==> config.mk <==
export PLATFORM = sky130hd
export DESIGN_NAME = vsyncFieldDetector
export DESIGN_NICKNAME = d
export VERILOG_FILES = /design/src/rtl/vfd_pkg.sv /design/src/rtl/vfdSatCounter.sv /design/src/rtl/vfdDatapath.sv /design/src/rtl/vfdControl.sv /design/src/rtl/vsyncFieldDetector.sv
export SDC_FILE = /design/constraint.sdc
export NUM_CORES = 1
export LEC_CHECK = 0
export ABC_AREA = 1
export CELL_PAD_IN_SITES_DETAIL_PLACEMENT = 1
export CELL_PAD_IN_SITES_GLOBAL_PLACEMENT = 2
export CORE_MARGIN = 2
export CORE_UTILIZATION = 30
export DETAILED_ROUTE_END_ITERATION = 10
export DONT_BUFFER_PORTS = 1
export PLACE_DENSITY_LB_ADDON = 0.2
export SLEW_MARGIN = 5
export SYNTH_ARGS = -nofsm -noshare
export SYNTH_HDL_FRONTEND = slang
export SYNTH_SLANG_ARGS = --single-unit
export TNS_END_PERCENT = 10
==> constraint.sdc <==
create_clock -name clk -period 2.2 [get_ports clk]
set_input_delay 0.44 -clock clk [delete_from_list [all_inputs] [get_ports clk]]
set_output_delay 0.44 -clock clk [all_outputs]
set_load 0.005 [all_outputs]
==> src/rtl/vfd_pkg.sv <==
package vfd_pkg;

  // control -> datapath
  typedef struct packed {
    logic fwClear;    // restart flywheel line count (any vsync assertion)
    logic longField;  // next field uses the long nominal length
  } vfdStrobe_t;

  // datapath -> control
  typedef struct packed {
    logic lowHit;      // low count above threshold in the current line
    logic lineHadHit;  // a crossing occurred somewhere in the line now ending
    logic lateHalf;    // current position is in the second half of the line
    logic fwDue;       // nominal field length reached at this line start
    logic lostDue;     // loss limit reached at this line start
  } vfdStatus_t;

endpackage

==> src/rtl/vfdSatCounter.sv <==
module vfdSatCounter #(
  parameter int WIDTH = 8
) (
  input  logic             clk,
  input  logic             rstN,
  input  logic             clr,
  input  logic             inc,
  input  logic [WIDTH-1:0] limit,
  output logic [WIDTH-1:0] count
);

  always_ff @(posedge clk) begin
    if (!rstN)                      count <= '0;
    else if (clr)                   count <= '0;
    else if (inc && count < limit)  count <= count + 1'b1;
  end

endmodule

==> src/rtl/vfdDatapath.sv <==
module vfdDatapath
  import vfd_pkg::*;
#(
  parameter int LINE_SAMPLES = 858,
  parameter int LOW_W        = 8,
  parameter int NTSC_LINES   = 525,
  parameter int PAL_LINES    = 625,
  parameter int LOSS_LINES   = 337,
  parameter int MISS_RUN     = 3
) (
  input  logic             clk,
  input  logic             rstN,
  input  logic             lineStart,
  input  logic             sampleLow,
  input  logic [LOW_W-1:0] threshold,
  input  logic             palMode,
  input  vfdStrobe_t       strobe,
  output vfdStatus_t       status
);

  localparam int POS_W      = $clog2(LINE_SAMPLES + 1);
  localparam int HALF_POS   = LINE_SAMPLES / 2;
  localparam int NTSC_SHORT = NTSC_LINES / 2;
  localparam int NTSC_LONG  = NTSC_LINES - NTSC_SHORT;
  localparam int PAL_SHORT  = PAL_LINES / 2;
  localparam int PAL_LONG   = PAL_LINES - PAL_SHORT;
  localparam int LOST_AT    = LOSS_LINES + MISS_RUN;
  localparam int LCNT_MAX   = (PAL_LINES > LOST_AT) ? PAL_LINES : LOST_AT;
  localparam int LCNT_W     = $clog2(LCNT_MAX + 2);

  logic [LOW_W-1:0]  lowCnt;
  logic [POS_W-1:0]  posCnt;
  logic [LCNT_W-1:0] fwCnt;
  logic [LCNT_W-1:0] missCnt;
  logic [LCNT_W-1:0] fieldLen;
  logic              lineHit;

  // per-line low-sample accumulator
  vfdSatCounter #(.WIDTH(LOW_W)) uLowCnt (
    .clk(clk), .rstN(rstN), .clr(lineStart), .inc(sampleLow),
    .limit({LOW_W{1'b1}}), .count(lowCnt)
  );

  // sample position within the line
  vfdSatCounter #(.WIDTH(POS_W)) uPosCnt (
    .clk(clk), .rstN(rstN), .clr(lineStart), .inc(1'b1),
    .limit({POS_W{1'b1}}), .count(posCnt)
  );

  // lines since last vsync assertion (flywheel)
  vfdSatCounter #(.WIDTH(LCNT_W)) uFwCnt (
    .clk(clk), .rstN(rstN), .clr(strobe.fwClear), .inc(lineStart),
    .limit(fieldLen - 1'b1), .count(fwCnt)
  );

  // consecutive completed lines without a crossing
  vfdSatCounter #(.WIDTH(LCNT_W)) uMissCnt (
    .clk(clk), .rstN(rstN), .clr(lineStart && status.lineHadHit), .inc(lineStart),
    .limit(LCNT_W'(LOST_AT)), .count(missCnt)
  );

  always_comb begin
    case ({palMode, strobe.longField})
      2'b00:   fieldLen = LCNT_W'(NTSC_SHORT);
      2'b01:   fieldLen = LCNT_W'(NTSC_LONG);
      2'b10:   fieldLen = LCNT_W'(PAL_SHORT);
      default: fieldLen = LCNT_W'(PAL_LONG);
    endcase
  end

  always_ff @(posedge clk) begin
    if (!rstN)          lineHit <= 1'b0;
    else if (lineStart) lineHit <= 1'b0;
    else if (status.lowHit) lineHit <= 1'b1;
  end

  always_comb begin
    status.lowHit     = lowCnt > threshold;
    status.lineHadHit = lineHit | status.lowHit;
    status.lateHalf   = posCnt >= POS_W'(HALF_POS);
    status.fwDue      = lineStart && (fwCnt >= fieldLen - 1'b1);
    status.lostDue    = lineStart && !status.lineHadHit && (missCnt == LCNT_W'(LOST_AT - 1));
  end


  lowcnt_clear_chk: assert property (@(posedge clk) disable iff (!rstN)
    lineStart |=> (lowCnt == '0));


  lowcnt_mono_chk: assert property (@(posedge clk) disable iff (!rstN)
    !lineStart |=> (lowCnt >= $past(lowCnt)));

endmodule

==> src/rtl/vfdControl.sv <==
module vfdControl
  import vfd_pkg::*;
#(
  parameter int VS_MIN_LINES = 1
) (
  input  logic       clk,
  input  logic       rstN,
  input  logic       lineStart,
  input  vfdStatus_t status,
  output vfdStrobe_t strobe,
  output logic       vsync,
  output logic       field,
  output logic       reacquire
);

  localparam int VSL_W = $clog2(VS_MIN_LINES + 2);

  logic [VSL_W-1:0] vsLines;
  logic             detect;
  logic             synth;

  always_comb begin
    detect           = status.lowHit && !vsync;
    synth            = status.fwDue && !vsync && !detect;
    strobe.fwClear   = detect || synth;
    strobe.longField = !field;
  end

  always_ff @(posedge clk) begin
    if (!rstN) begin
      vsync     <= 1'b0;
      field     <= 1'b0;
      vsLines   <= '0;
      reacquire <= 1'b0;
    end else begin
      reacquire <= status.lostDue;
      if (detect) begin
        vsync   <= 1'b1;
        field   <= status.lateHalf;
        vsLines <= '0;
      end else if (synth) begin
        vsync   <= 1'b1;
        field   <= !field;
        vsLines <= '0;
      end else if (vsync && lineStart) begin
        if (vsLines >= VSL_W'(VS_MIN_LINES)) begin
          if (!status.lineHadHit) vsync <= 1'b0;
        end else begin
          vsLines <= vsLines + 1'b1;
        end
      end
    end
  end


  vsync_rise_chk: assert property (@(posedge clk) disable iff (!rstN)
    $rose(vsync) |-> ($past(status.lowHit) || $past(lineStart)));


  vsync_fall_chk: assert property (@(posedge clk) disable iff (!rstN)
    $fell(vsync) |-> $past(lineStart));


  field_hold_chk: assert property (@(posedge clk) disable iff (!rstN)
    $past(vsync) |-> $stable(field));


  reacq_pulse_chk: assert property (@(posedge clk) disable iff (!rstN)
    reacquire |=> !reacquire);


  reacq_line_chk: assert property (@(posedge clk) disable iff (!rstN)
    reacquire |-> $past(lineStart));

endmodule

==> src/rtl/vsyncFieldDetector.sv <==
module vsyncFieldDetector
  import vfd_pkg::*;
#(
  parameter int LINE_SAMPLES = 858,
  parameter int LOW_W        = 8,
  parameter int NTSC_LINES   = 525,
  parameter int PAL_LINES    = 625,
  parameter int LOSS_LINES   = 337,
  parameter int MISS_RUN     = 3,
  parameter int VS_MIN_LINES = 1
) (
  input  logic             clk,
  input  logic             rstN,
  input  logic             lineStart,
  input  logic             sampleLow,
  input  logic [LOW_W-1:0] threshold,
  input  logic             palMode,
  output logic             vsync,
  output logic             field,
  output logic             reacquire
);

  vfdStrobe_t strobe;
  vfdStatus_t status;

  vfdDatapath #(
    .LINE_SAMPLES(LINE_SAMPLES), .LOW_W(LOW_W), .NTSC_LINES(NTSC_LINES),
    .PAL_LINES(PAL_LINES), .LOSS_LINES(LOSS_LINES), .MISS_RUN(MISS_RUN)
  ) uDatapath (
    .clk(clk), .rstN(rstN), .lineStart(lineStart), .sampleLow(sampleLow),
    .threshold(threshold), .palMode(palMode), .strobe(strobe), .status(status)
  );

  vfdControl #(.VS_MIN_LINES(VS_MIN_LINES)) uControl (
    .clk(clk), .rstN(rstN), .lineStart(lineStart), .status(status),
    .strobe(strobe), .vsync(vsync), .field(field), .reacquire(reacquire)
  );

endmodule

==> run summary <==
DRT Pass-1 Iters -> 4
Per-instance average area after synthesis -> 6.845 um2
Placeable core region -> 0.009153 mm2
Register-to-register setup slack -> 210 ps
Slew @ Worst Pin -> 463.7 ps
Critical path type -> reg2reg
Leading cell type in the layout, fill and taps excluded -> sky130_fd_sc_hd__nand2_1
Critical Path, Cell by Cell -> inv_2, buf_4, ha_1, nor2_1, ha_1, nand2_1, nor2_1, nand3_1, nand4_1, nand2_1, nand2_1, inv_1, nand2_1, buf_12, nor2_1
Maximum achievable frequency -> 502.1 MHz
Hold WC Path Type -> in2reg
Number of buffers inserted during clock tree synthesis -> 5
HPWL reported at the end of detailed placement -> 5.263 mm
Wire length of the first global-routing pass -> 11.63 mm
Initial antenna violation count -> 0
Final Total Pwr -> 1594 uW
Endpoint class of the critical path -> flip-flop
Floorplan die height -> 100.7 um
Cell type of the slowest stage on the worst timing path -> sky130_fd_sc_hd__dfxtp_2
Total area of multi-input combinational cells -> 0.001624 mm2
Final Slew Violations -> 0
Register bit count reported by yosys -> 44
Via count -> 2,473
Cell Rows -> 35
Setup slack after layout -> 208.3 ps
Fraction of synthesis flops using an asynchronous set or reset pin -> 0
Worst slack at placement -> 123.8 ps
Filler cells -> 1,185
Design Area, Final -> 0.003099 mm2
Number of buffers inserted by port buffering -> 0
Status -> finished, final reports clean
Count of mapped cells out of synthesis -> 410
Tightest hold margin -> 264.1 ps
Clock edge transition at the registers on the reported setup and hold paths -> 90 ps
Number of setup violations in the final report -> 0
Largest vdd supply drop -> 0.2941 mV
H-tree levels -> 2
Cell Count, Final, Fillers Out -> 531
PD cells -> 514.3 mW/mm2
Ports placed on the boundary -> 16
DRC viols -> 0
Highest fanout seen on the critical path -> 12
Maximum buffer depth of the clock tree -> 2
Final min period -> 1992 ps
RD Place Congestion -> 0.7112
Arrival time at the worst endpoint -> 2230 ps
Buffers plus inverters on the worst setup path -> 4
Normalized max-slew margin -> 0.6905
Sequential area share after synthesis -> 0.3139
Cell type group with the largest total delay on the critical path -> simple AND/OR/NAND/NOR gates
Number of synthesized flops with an enable pin -> 0
Full die area -> 0.01014 mm2
Antenna-violating nets left -> 0
Highest-count cells in the layout ignoring fill and taps -> 97 x sky130_fd_sc_hd__nand2_1, 71 x sky130_fd_sc_hd__inv_1, 43 x sky130_fd_sc_hd__dfxtp_1
Cell Area, Placed -> 0.002960 mm2
Total GRT Usage -> 0.1429
Final hold violations -> 0
Post-Syn Area -> 0.002806 mm2
Diode insertion count for antenna repair -> 0
Number of nets produced by synthesis -> 447
Area added between synthesis and finish -> 10.43%
Via count of the first global-routing pass -> 2,525
Clock root buffer -> sky130_fd_sc_hd__clkbuf_8
Reported max-cap violation count -> 0
Die Width -> 100.7 um
Routed wire length per instance -> 12.56 um
Pin count of the biggest net entering global routing -> 16
Total leakage power -> 0.001361 uW
Share of cells above drive strength 1 -> 0.07381
CTS tree -> built
Number of sinks driven by the clock tree -> 44
DRT Wirelength -> 6.667 mm
Final worst-path cycle share -> 0.9053
Nature of the critical path startpoint -> flip-flop
Clock latency of the later-clocked register in the worst-skew pair -> 300 ps
Placed Cells incl. Taps -> 521
Crit path top cell by count -> sky130_fd_sc_hd__nand2_1
Ys Warns -> 0
Combined flip-flop and latch cell area -> 882.1 um2
Number of vias per cell -> 4.657
Final Skew -> 13.54 ps
Total gr overflow -> 0
Delay of the slowest critical-path stage -> 350 ps
Initial Utilization -> 0.3066
Main flop type after synthesis -> sky130_fd_sc_hd__dfxtp_1
Required time reported for the critical path endpoint -> 2440 ps
Final nets -> 456
Library cells used by synthesis -> 34
Count of routing violations after the opening detailed-route iteration -> 43
routing by layer:
layer | track usage | vias to the layer above | wire, um
li1 | - | 1319 | -
met1 | 0.1865 | 1130 | 3412
met5 | 0 | - | 0
met2 | 0.2323 | 18 | 2999
met3 | 0.02913 | 6 | 162
met4 | 0.05269 | 0 | 93
cells by family after synthesis:
kind of cell               Yosys count  share of synthesized area
and+or+nand+nor                    191                     0.2956
buffers and inverters               79                     0.1128
AOI/OAI and AO/OA                   55                     0.1168
DFF                                 44                     0.3139
adders and majority gates           24                     0.1070
xor gates and xnor gates            16                    0.04994
muxes                                1                   0.004012
through the flow:
stage,setup TNS [ps],utilization
2_1_floorplan,0,-
3_3_place_gp,0,0.3234
3_5_place_dp,0,0.3234
4_1_cts,0,0.3352
5_1_grt,-9.859,0.3386
6_report,0,0.3386
layout make-up:
class | instances | share of cell area
clock buffers | 6 | 0.02342
well taps | 111 | 0.04481
flip-flops and latches | 44 | 0.2846
inverters | 73 | 0.08841
multi-input cells | 287 | 0.5240
repair buffers | 8 | 0.02342
clock inverters | 2 | 0.01130
cells in the mapped netlist (2+ instances only):
library cell | count | share of area
sky130_fd_sc_hd__nand3b_1 | 3 | 0.0080
sky130_fd_sc_hd__a21oi_1 | 26 | 0.046
sky130_fd_sc_hd__a21boi_1 | 2 | 0.0053
sky130_fd_sc_hd__nand4_1 | 9 | 0.020
sky130_fd_sc_hd__nor3_1 | 10 | 0.018
sky130_fd_sc_hd__or2_2 | 2 | 0.0045
sky130_fd_sc_hd__nand3_1 | 22 | 0.039
sky130_fd_sc_hd__nor2_1 | 41 | 0.055
sky130_fd_sc_hd__inv_1 | 72 | 0.096
sky130_fd_sc_hd__nor3_2 | 3 | 0.011
sky130_fd_sc_hd__dfxtp_1 | 44 | 0.31
sky130_fd_sc_hd__o21ai_0 | 14 | 0.025
sky130_fd_sc_hd__nand2_1 | 97 | 0.13
sky130_fd_sc_hd__a21boi_0 | 3 | 0.0080
sky130_fd_sc_hd__clkbuf_1 | 2 | 0.0027
sky130_fd_sc_hd__buf_6 | 2 | 0.0080
sky130_fd_sc_hd__o21a_1 | 2 | 0.0053
sky130_fd_sc_hd__xor2_1 | 9 | 0.028
sky130_fd_sc_hd__xnor2_1 | 7 | 0.022
sky130_fd_sc_hd__a31oi_1 | 3 | 0.0067
sky130_fd_sc_hd__ha_1 | 24 | 0.11
what timing repair did:
action,in CTS,in global routing
hold buffers,0,0
setup buffers,0,2
setup endpoints to repair,0,12
resized for setup,0,5
path summary, 6_finish.rpt:
check / end / depth (start not counted) / start
setup / recovery: uDatapath.uFwCnt.count[2] / 15 / uControl.field
hold / removal: uControl.vsync / 2 / rstN
setup reg to reg: uDatapath.uFwCnt.count[2] / 15 / uControl.field
hold reg to reg: uDatapath.uLowCnt.count[4] / 2 / uDatapath.uLowCnt.count[4]
registers in the layout, summed over array words and instances (netlist names):
signal / cells
uControl.vsLines: 2
uControl.vsync: 1
uDatapath.uMissCnt.count: 10
uDatapath.lineHit: 1
uDatapath.uPosCnt.count: 10
uDatapath.uLowCnt.count: 8
uControl.field: 1
uDatapath.uFwCnt.count: 10
uControl.reacquire: 1
worst register-to-register path: cells and delay by family, from the launching register on:
family	cells	cell delay, ps
buf+inv	4	410
simple gates	9	760
fa+ha+maj	2	400
flops	1	350
power breakdown:
| group | switching (uW) | internal [uW] | leakage (uW) |
|---|---|---|---|
| combinational | 86.0 | 54.3 | 0.000950 |
| sequential | 20.1 | 812 | 0.000356 |
| clock | 284 | 337 | 0.0000552 |
| total | 391 | 1200 | 0.00136 |
No activity file was read; power rests on OpenSTA's default activity.
